**src/rtl/dcs_pkg.sv**
```systemverilog
package dcs_pkg;
  typedef enum logic [1:0] {
    OP_NONE  = 2'd0,
    OP_LOAD  = 2'd1,
    OP_STORE = 2'd2,
    OP_RSVD  = 2'd3
  } op_class_e;
endpackage

```
**src/rtl/dcs_busy_track.sv**
```systemverilog
// Counts outstanding write phases of the most recent store.
module dcs_busy_track #(
  parameter int WR_STATES = 2
) (
  input  logic clk,
  input  logic rst_n,
  input  logic store_go,
  output logic busy
);
  localparam int CW = $clog2(WR_STATES + 1);
  localparam logic [CW-1:0] LOADV = CW'(WR_STATES);

  logic [CW-1:0] cnt_q, cnt_d;
  logic          cnt_en;

  always_comb begin
    cnt_d  = cnt_q;
    cnt_en = 1'b0;
    if (store_go) begin
      cnt_d  = LOADV;
      cnt_en = 1'b1;
    end else if (cnt_q != '0) begin
      cnt_d  = cnt_q - 1'b1;
      cnt_en = 1'b1;
    end
  end

  always_ff @(posedge clk or negedge rst_n) begin
    if (!rst_n)      cnt_q <= '0;
    else if (cnt_en) cnt_q <= cnt_d;
  end

  assign busy = (cnt_q != '0);
endmodule

```
**src/rtl/dcs_loaduse.sv**
```systemverilog
// Remembers whether the last issued instruction was a load.
module dcs_loaduse (
  input  logic clk,
  input  logic rst_n,
  input  logic issue,
  input  logic is_load,
  input  logic uses_load,
  output logic hazard
);
  logic pend_q, pend_d;

  always_comb begin
    // a stall cycle consumes the pending load-use slot
    pend_d = issue ? is_load : 1'b0;
  end

  always_ff @(posedge clk or negedge rst_n) begin
    if (!rst_n) pend_q <= 1'b0;
    else        pend_q <= pend_d;
  end

  assign hazard = pend_q & uses_load;
endmodule

```
**src/rtl/dcs_rmw_sched.sv**
```systemverilog
module dcs_rmw_sched #(
  parameter int WR_STATES = 2
) (
  input  logic       clk,
  input  logic       rst_n,
  input  logic [1:0] op_class,
  input  logic       op_uses_load,
  output logic       stall,
  output logic       dc_read,
  output logic       dc_write
);
  import dcs_pkg::*;

  logic is_load, is_store, is_mem;
  logic busy, hazard, bus_hold, issue;

  assign is_load  = (op_class == OP_LOAD);
  assign is_store = (op_class == OP_STORE);
  assign is_mem   = is_load | is_store;

  dcs_busy_track #(.WR_STATES(WR_STATES)) u_busy (
    .clk      (clk),
    .rst_n    (rst_n),
    .store_go (issue & is_store),
    .busy     (busy)
  );

  dcs_loaduse u_lu (
    .clk       (clk),
    .rst_n     (rst_n),
    .issue     (issue),
    .is_load   (is_load),
    .uses_load (op_uses_load),
    .hazard    (hazard)
  );

  assign bus_hold = is_mem & busy;
  assign stall    = hazard | bus_hold;
  assign issue    = ~stall;
  assign dc_read  = issue & is_mem;
  assign dc_write = busy;
endmodule

```
**config.mk**
```make
export PLATFORM = sky130hd
export DESIGN_NAME = dcs_rmw_sched
export DESIGN_NICKNAME = d
export VERILOG_FILES = /design/src/rtl/dcs_pkg.sv /design/src/rtl/dcs_busy_track.sv /design/src/rtl/dcs_loaduse.sv /design/src/rtl/dcs_rmw_sched.sv
export SDC_FILE = /design/constraint.sdc
export NUM_CORES = 1
export LEC_CHECK = 0
export BUFFER_PORTS_ARGS = -buffer_cell sky130_fd_sc_hd__buf_2
export CAP_MARGIN = 20
export CORE_AREA = 2 2 39 41
export DETAILED_ROUTE_END_ITERATION = 8
export DIE_AREA = 0 0 41 43
export PLACE_DENSITY_LB_ADDON = 0.1
export RECOVER_POWER = 100
export SYNTH_ARGS = -nofsm -noshare
export SYNTH_HDL_FRONTEND = slang
export SYNTH_SLANG_ARGS = --single-unit
```
**constraint.sdc**
```tcl
create_clock -name clk -period 2.5 [get_ports clk]
set_clock_uncertainty 0.2 [all_clocks]
set_input_delay 0.5 -clock clk [delete_from_list [all_inputs] [get_ports clk]]
set_output_delay 0.5 -clock clk [all_outputs]
set_load 0.05 [all_outputs]
```
==> results.py, run 1 <==
metrics = {
    "global_routing": {
        "grt_pass1_vias": 183,
        "grt_pass1_wl_um": 627,
        "track_usage": 0.0602,
        "grt-ovfl-total": 0,
        "grt_max_degree": 5,
        "antenna_found_initial": 0,
    },
    "timing": {
        "setup_tns_ns": 0,
        "finalCriticalPeriod_ns": 2.27,
        "slew_headroom": 0.602,
        "whs_ns": 0.332,
        "max_freq_ghz": 0.441,
        "hold_viol_final": 0,
        "slew_violations": 0,
        "fin_ws_ns": 0.233,
        "rsz0062_at_grt": "false",
        "fin_crit_sh": 0.907,
        "tightestPinTransition_ns": 0.599,
        "finalSetupViolCount": 0,
    },
    "synthesis": {
        "yosys.cell_types.count": 11,
        "synth_edf_count": 0,
        "ys.warnings.count": 0,
        "syn-num-nets": 29,
        "async_flop_share": 1.00,
        "synth_area_leader_cell": "dfrtp_1",
        "synth_area_per_cell_um2": 9.35,
        "synth_seq_cells": 3,
        "yosysTopAreaCellShare": 0.382,
        "synth_area_leaders": "dfrtp_1 38%, ha_1 19%, inv_1 11%",
        "yosysSeqAreaShare": 0.382,
        "synthMostInstantiatedCell": "inv_1",
        "yosys_most_used_dff": "dfrtp_1",
        "synth_common_cells": "6 x inv_1, 3 x dfrtp_1, 3 x ha_1",
        "syn_inst": 21,
        "syn-cell-area_um2": 196,
    },
    "setup_path": {
        "arrival_ns": 1.57,
        "crit_path_start_kind": "input port",
        "timing.rr.end": "u_busy.cnt_q[1]",
        "ff2ff_setup_slack_ns": 1.18,
        "r2r_cells": 5,
        "crit_type": "input port to output port",
        "cp-end-kind": "output port",
        "worstPathMaxFanout": 3,
        "crit_required_ns": 1.80,
        "reg2reg_from": "u_busy.cnt_q[0]",
    },
    "detailed_routing": {
        "drt-total-wl_um": 373,
        "viasPerCell": 3.55,
        "drc": 0,
        "wl_per_cell_um": 7.61,
        "drtIter0Drc": 1,
        "vias": 174,
        "ant_nets": 0,
        "dr.pass1.iters": 2,
    },
    "run": {
        "maxCapViolations": 0,
    },
    "power_and_ir_drop": {
        "vdd_drop_max_mv": 0.374,
        "total_power_w": 0.000341,
        "leakage_nw": 0.148,
        "powerDensity_nw_per_um2": 1200,
    },
    "cts": {
        "cts.sinks": 3,
        "cts_tree": "yes",
        "worstSkewPairLatency_ns": 0.23,
        "root_buffer": "clkbuf_4",
        "htreeDepth": 1,
        "clkTransAtPathRegs_ns": 0.04,
        "cts_resized": 0,
        "cts-buffers-inserted": 3,
        "post_cts_buffers": 0,
        "clockBufferDepth": 2,
        "cts_hold_buffers": 1,
    },
    "layout": {
        "area_growth_pct": 45.2,
        "drive_gt1_frac": 0.242,
        "nets": 42,
        "fin_area_um2": 285,
        "antennaDiodeCount": 0,
    },
    "floorplan": {
        "initial_core_util": 0.142,
        "top_level_ports": 8,
        "core-area_um2": 1380,
        "dieArea_um2": 1760,
        "rows": 14,
        "fp.dieW_um": 41,
        "die_h_um": 43,
    },
    "placement": {
        "portBuffers": 7,
        "place_congestion": 0.656,
        "place_hpwl_um": 329,
        "pre_cts_slack_ns": 0.377,
        "postPlaceCellArea_um2": 256,
    },
    "hold_path": {
        "whs_path_depth": 2,
        "hold_end": "u_busy.cnt_q[0]",
        "min-delay-start": "u_busy.cnt_q[0]",
        "hold_class": "register to register",
    },
    "run_status": {
        "run_status": "completed",
    },
}
==> worst max-delay path, stage by stage <==
cell      delay [ns]
clkbuf_1        0.10
inv_1           0.05
ha_1            0.32
o21ai_0         0.27
clkbuf_2        0.33
==> cell families (layout without fill, tap and decap cells) <==
kind of cell | count (synthesis) | count (layout) | synth area share
DFF | 3 | 3 | 0.382
buffers and inverters | 6 | 18 | 0.115
and+or+nand+nor | 4 | 4 | 0.0956
muxes | 1 | 1 | 0.0510
adders and majority gates | 3 | 3 | 0.191
AOI/OAI and AO/OA | 4 | 4 | 0.166
==> registers in the layout (all words and copies together) (netlist names) <==
name,flops
u_busy.cnt_q,2
u_lu.pend_q,1
==> stage by stage <==
stage / cells / util
2_1_floorplan: 21 / -
3_3_place_gp: 44 / 0.185
3_5_place_dp: 44 / 0.185
4_1_cts: 49 / 0.212
5_1_grt: 49 / 0.206
6_report: 49 / 0.206
==> report_power, final <==
part	leakage, nW	switching (W)	internal (W)
clock network	0.0150	0.0000228	0.0000597
logic	0.0964	0.000129	0.0000536
registers	0.0370	0.00000779	0.0000688
total	0.148	0.000159	0.000182
==> how the worst max path moves through the flow <==
| stage | from | end | cells after the start |
|---|---|---|---|
| finish | op_class[0] | stall | 5 |
| global route | op_class[0] | stall | 5 |
| CTS | u_busy.cnt_q[0] | dc_read | 5 |
| detailed placement | op_class[0] | stall | 5 |
| global placement | op_class[0] | dc_read | 5 |
| floorplan | op_class[0] | stall | 3 |
==> layout by cell type, fill, tap and decap left out <==
cell type      n
dlygate4sd3_1  1
clkbuf_4       3
mux2i_1        1
nor3b_2        1
buf_2          2
nor2_1         2
ha_1           3
nand2_1        1
a211o_1        1
o31ai_1        1
inv_1          6
a21boi_0       1
o21ai_0        1
clkbuf_1       4
clkbuf_2       2
dfrtp_1        3
==> area by class of cell <==
type,count,area (µm²)
inverter,6,22.5
clock buffer,4,26.3
tap,16,20.0
timing repair buffer,8,41.3
fill,161,1100
multi-input combinational,12,100
sequential,3,75.1
==> metal layers <==
layer | vias up | global-route usage | share of wire | routed length, µm
met5 | - | 0 | 0 | 0
met4 | 0 | 0.0400 | 0 | 0
met3 | 0 | 0.0628 | 0.083 | 31
met2 | 7 | 0.0781 | 0.49 | 181
met1 | 76 | 0.0545 | 0.43 | 160
li1 | 91 | - | - | -
(Power assumes the default switching activity.)
==> inputs of run 2 (changes only) <==
--- a/config.mk
+++ b/config.mk
@@ -10,6 +10,7 @@
 export CORE_AREA = 2 2 39 41
 export DETAILED_ROUTE_END_ITERATION = 8
 export DIE_AREA = 0 0 41 43
+export MAX_ROUTING_LAYER = met4
 export PLACE_DENSITY_LB_ADDON = 0.1
 export RECOVER_POWER = 100
 export SYNTH_ARGS = -nofsm -noshare
==> run 2 against run 1 <==
Non-clock buffer count did not move. Worst hold slack is essentially flat. Combinational power barely moved. Setup slack is the same. Count of clock-buffer cells in the layout is the same. Critical path type unchanged. Largest cell class unchanged.
==> results.py, run 2 (synthesis results as in run 1) <==
metrics = {
    "detailed_routing": {
        "viasPerCell": 3.59,
        "drtIter0Drc": 1,
        "drc": 0,
        "vias": 176,
        "dr.pass1.iters": 2,
        "ant_nets": 0,
        "wl_per_cell_um": 7.59,
        "drt-total-wl_um": 372,
    },
    "power_and_ir_drop": {
        "vdd_drop_max_mv": 0.375,
        "swShare": 0.467,
        "power_frac_clock": 0.242,
        "total_power_w": 0.000342,
        "pwr-share-seq": 0.224,
        "p_switching_w": 0.000160,
        "leakage_nw": 0.148,
        "pwr-share-comb": 0.534,
        "p_int_w": 0.000182,
        "powerDensity_nw_per_um2": 1200,
    },
    "placement": {
        "portBuffers": 7,
        "place_congestion": 0.662,
        "place_hpwl_um": 329,
        "postPlaceCellArea_um2": 256,
        "dp_cells": 44,
    },
    "timing": {
        "tightestPinTransition_ns": 0.599,
        "whs_ns": 0.332,
        "finalSetupViolCount": 0,
        "slew_headroom": 0.602,
        "hold_viol_final": 0,
        "rsz0062_at_grt": "false",
        "max_freq_ghz": 0.441,
        "setup_tns_ns": 0,
        "fin_crit_sh": 0.907,
        "finalCriticalPeriod_ns": 2.27,
        "slew_violations": 0,
    },
    "layout": {
        "top_regs": "u_busy.cnt_q: 2 flops, u_lu.pend_q: 1 flops",
        "layout_commonest_cell": "inv_1",
        "nets": 42,
        "final_cells": 49,
        "drive_gt1_frac": 0.242,
        "largest_reg_flops": 2,
        "fin_area_um2": 285,
        "n_fill_cell": 161,
        "regMostFlops": "u_busy.cnt_q",
        "area_growth_pct": 45.2,
        "most-common-layout-cells": "6 x inv_1, 4 x clkbuf_1, 3 x ha_1, 3 x clkbuf_4, 3 x dfrtp_1",
        "antennaDiodeCount": 0,
    },
    "floorplan": {
        "top_level_ports": 8,
        "core-area_um2": 1380,
        "dieArea_um2": 1760,
        "fp.dieW_um": 41,
        "die_h_um": 43,
        "rows": 14,
        "initial_core_util": 0.142,
    },
    "cts": {
        "cts.sinks": 3,
        "cts_tree": "yes",
        "cts-buffers-inserted": 3,
        "clockBufferDepth": 2,
        "clkTransAtPathRegs_ns": 0.04,
        "worstSkewPairLatency_ns": 0.23,
        "cts_resized": 0,
        "root_buffer": "clkbuf_4",
        "htreeDepth": 1,
    },
    "setup_path": {
        "crit_type": "input port to output port",
        "worstPathMaxFanout": 3,
        "crit_path_start_kind": "input port",
        "cp-end-kind": "output port",
        "crit_required_ns": 1.80,
        "arrival_ns": 1.57,
    },
    "global_routing": {
        "antenna_found_initial": 0,
        "track_usage": 0.0617,
        "grt_pass1_wl_um": 627,
        "grt-ovfl-total": 0,
        "grt_pass1_vias": 182,
        "grt_max_degree": 5,
    },
    "hold_path": {
        "hold_class": "register to register",
    },
    "run_status": {
        "run_status": "completed",
    },
    "run": {
        "maxCapViolations": 0,
    },
}
## run 2: cell counts in the layout (fill, tap and decap cells not counted)
Identical to the previous run, type by type.
## run 2: path summary, 6_finish.rpt
| kind | startpoint | to | slack, ns | depth (start not counted) |
|---|---|---|---|---|
| worst min-delay path | u_busy.cnt_q[0] | u_busy.cnt_q[0] | 0.33 | 2 |
| worst max register to register | u_busy.cnt_q[0] | u_busy.cnt_q[1] | 1.18 | 5 |
| min in group asynchronous | rst_n | u_busy.cnt_q[1] | 0.41 | 2 |
| max in group asynchronous | rst_n | u_lu.pend_q | 1.53 | 2 |
| worst min register to register | u_busy.cnt_q[0] | u_busy.cnt_q[0] | 0.33 | 2 |
| worst max-delay path | op_class[0] | stall | 0.23 | 5 |
## run 2: critical path, stage by stage
cell      delay (ns)
clkbuf_1        0.10
inv_1           0.05
ha_1            0.32
o21ai_0         0.27
clkbuf_2        0.33
## run 2: power groups by stage
stage,Sequential (W),Combinational [W],Clock (W)
after floorplan,0.0000751,0.000152,0
after detailed placement,0.0000775,0.000189,0
after global placement,0.0000784,0.000190,0
after CTS,0.0000770,0.000190,0.0000878
after global routing,0.0000785,0.000204,0.0000920
final,0.0000766,0.000182,0.0000828
## run 2: metrics by stage
step / util / worst slack, ns
floorplan: - / 0.203
global route: 0.206 / 0.166
finish: 0.206 / 0.233
global placement: 0.185 / 0.403
detailed placement: 0.185 / 0.377
CTS: 0.212 / 0.375
## run 2: layout make-up
| class | instances | area (µm²) | area share |
|---|---|---|---|
| Multi-Input combinational cell | 12 | 100 | 0.351 |
| Sequential cell | 3 | 75.1 | 0.263 |
| Timing Repair Buffer | 8 | 41.3 | 0.145 |
| Clock buffer | 4 | 26.3 | 0.0921 |
| Inverter | 6 | 22.5 | 0.0789 |
| Tap cell | 16 | 20.0 | 0.0702 |
## run 2: repair_timing
item | 4_1_cts | 5_1_grt
hold buffers | 1 | 0
hold endpoints to repair | 3 | 0
setup buffers | 0 | 0
## run 2: routing by layer
layer	track usage	wire length (µm)
met1	0.0545	160
met2	0.0781	165
met3	0.0628	32
met4	0.0400	13
met5	-	0
==> inputs of run 3 (changes only) <==
--- a/config.mk
+++ b/config.mk
@@ -10,9 +10,11 @@
 export CORE_AREA = 2 2 39 41
 export DETAILED_ROUTE_END_ITERATION = 8
 export DIE_AREA = 0 0 41 43
+export GPL_TIMING_DRIVEN = 0
 export MAX_ROUTING_LAYER = met4
 export PLACE_DENSITY_LB_ADDON = 0.1
 export RECOVER_POWER = 100
+export SLEW_MARGIN = 20
 export SYNTH_ARGS = -nofsm -noshare
 export SYNTH_HDL_FRONTEND = slang
 export SYNTH_SLANG_ARGS = --single-unit
==> run 3 against run 2 <==
First-iteration DRC count fell by 100%. Core utilization unchanged. Setup slack improved by 0.058 ns. Sequential cell count unchanged. Highest routed layer unchanged. Sequential power decreased by 1%. Non-clock buffer count unchanged. Largest power group unchanged. Critical path type unchanged. Critical endpoint unchanged.
==> results.py, run 3 (synthesis results as in run 1) <==
metrics = {
    "placement": {
        "place_congestion": 0.660,
        "portBuffers": 7,
        "place_hpwl_um": 328,
        "postPlaceCellArea_um2": 256,
    },
    "timing": {
        "rsz0062_at_grt": "false",
        "whs_ns": 0.327,
        "tightestPinTransition_ns": 0.585,
        "slew_headroom": 0.612,
        "fin_crit_sh": 0.883,
        "finalSetupViolCount": 0,
        "slew_violations": 0,
        "hold_viol_final": 0,
        "finalCriticalPeriod_ns": 2.21,
        "max_freq_ghz": 0.453,
        "setup_tns_ns": 0,
    },
    "global_routing": {
        "grt-ovfl-total": 0,
        "grt_pass1_vias": 182,
        "grt_max_degree": 5,
        "track_usage": 0.0668,
        "antenna_found_initial": 0,
        "grt_pass1_wl_um": 690,
    },
    "setup_path": {
        "cp-startpoint": "op_class[0]",
        "worstPathMaxFanout": 3,
        "critPathSlowestCell": "ha_1",
        "cp-end-kind": "output port",
        "crit_chain": "clkbuf_1 -> inv_1 -> ha_1 -> o21ai_0 -> clkbuf_2",
        "timing.rr.end": "u_busy.cnt_q[1]",
        "arrival_ns": 1.51,
        "crit_path_start_kind": "input port",
        "worst-path-stages": 5,
        "r2r_cells": 5,
        "crit_required_ns": 1.80,
        "path_buf_inv": 3,
        "ff2ff_setup_slack_ns": 1.18,
        "reg2reg_from": "u_busy.cnt_q[0]",
        "slowest_delay_ns": 0.32,
        "path_delay_family": "buffers and inverters",
        "crit_end": "stall",
        "crit_type": "input port to output port",
    },
    "power_and_ir_drop": {
        "powerDensity_nw_per_um2": 1200,
        "vdd_drop_max_mv": 0.381,
        "leakage_nw": 0.148,
    },
    "layout": {
        "fin_util": 0.206,
        "drive_gt1_frac": 0.242,
        "area_growth_pct": 45.2,
        "fin_area_um2": 285,
        "top_regs": "u_busy.cnt_q: 2 flops, u_lu.pend_q: 1 flops",
        "nets": 42,
        "layout_commonest_cell": "inv_1",
        "most-common-layout-cells": "6 x inv_1, 4 x clkbuf_1, 3 x ha_1, 3 x clkbuf_4, 3 x dfrtp_1",
        "regMostFlops": "u_busy.cnt_q",
        "antennaDiodeCount": 0,
        "largest_reg_flops": 2,
    },
    "cts": {
        "cts.sinks": 3,
        "worstSkewPairLatency_ns": 0.23,
        "cts_hold_buffers": 1,
        "post_cts_buffers": 0,
        "cts_tree": "yes",
        "clockBufferDepth": 2,
        "htreeDepth": 1,
        "cts_resized": 0,
        "root_buffer": "clkbuf_4",
        "cts-buffers-inserted": 3,
        "clkTransAtPathRegs_ns": 0.03,
    },
    "run": {
        "maxCapViolations": 0,
    },
    "detailed_routing": {
        "wl_per_cell_um": 7.59,
        "viasPerCell": 3.59,
        "dr.pass1.iters": 1,
        "drtIter0Drc": 0,
        "drt-total-wl_um": 372,
        "ant_nets": 0,
        "drc": 0,
        "vias": 176,
    },
    "hold_path": {
        "hold_class": "register to register",
        "whs_path_depth": 2,
    },
    "run_status": {
        "run_status": "completed",
    },
    "floorplan": {
        "core-area_um2": 1380,
        "fp.dieW_um": 41,
        "dieArea_um2": 1760,
        "rows": 14,
        "die_h_um": 43,
        "initial_core_util": 0.142,
        "top_level_ports": 8,
    },
}
==> run 3: area by class of cell <==
type | count | area (µm²)
sequential | 3 | 75.1
timing repair buffer | 8 | 41.3
multi-input combinational | 12 | 100
clock buffer | 4 | 26.3
fill | 162 | 1100
inverter | 6 | 22.5
tap | 16 | 20.0
==> run 3: worst min path at each step <==
stage / startpoint / to / slack (ns)
final: u_busy.cnt_q[0] / u_busy.cnt_q[0] / 0.33
after global routing: u_busy.cnt_q[0] / u_busy.cnt_q[0] / 0.37
after CTS: u_busy.cnt_q[0] / u_busy.cnt_q[0] / 0.33
after detailed placement: rst_n / u_busy.cnt_q[1] / 0.1
after global placement: rst_n / u_busy.cnt_q[1] / 0.1
after floorplan: rst_n / u_busy.cnt_q[0] / 0.004
==> run 3: power by group <==
part	switching (W)	internal [W]
clock	0.0000245	0.0000598
sequential	0.00000706	0.0000687
combinational	0.000128	0.0000539
total	0.000160	0.000182
==> run 3: worst register-to-register path: cells and delay by family (launching register included) <==
kind	cells	cell delay, ns
flip-flops	1	0.36
multiplexers	1	0.20
adder cells (fa/ha/maj)	1	0.18
buffers and inverters	2	0.16
AND/OR/NAND/NOR	1	0.14
==> run 3: per-layer routing <==
layer,routed length (µm),part of all wire,vias up,GRT usage
met4,13,0.035,0,0.0400
met5,0,0,-,-
met3,35,0.094,2,0.0628
met1,164,0.44,77,0.0641
met2,159,0.43,7,0.0844
li1,-,-,90,-
==> run 3: metrics by stage <==
stage | total power [W] | setup WS [ns] | instances
floorplan | 0.000227 | 0.203 | 21
global placement | 0.000267 | 0.381 | 44
detailed placement | 0.000268 | 0.389 | 44
CTS | 0.000358 | 0.389 | 49
global route | 0.000377 | 0.215 | 49
finish | 0.000342 | 0.291 | 49
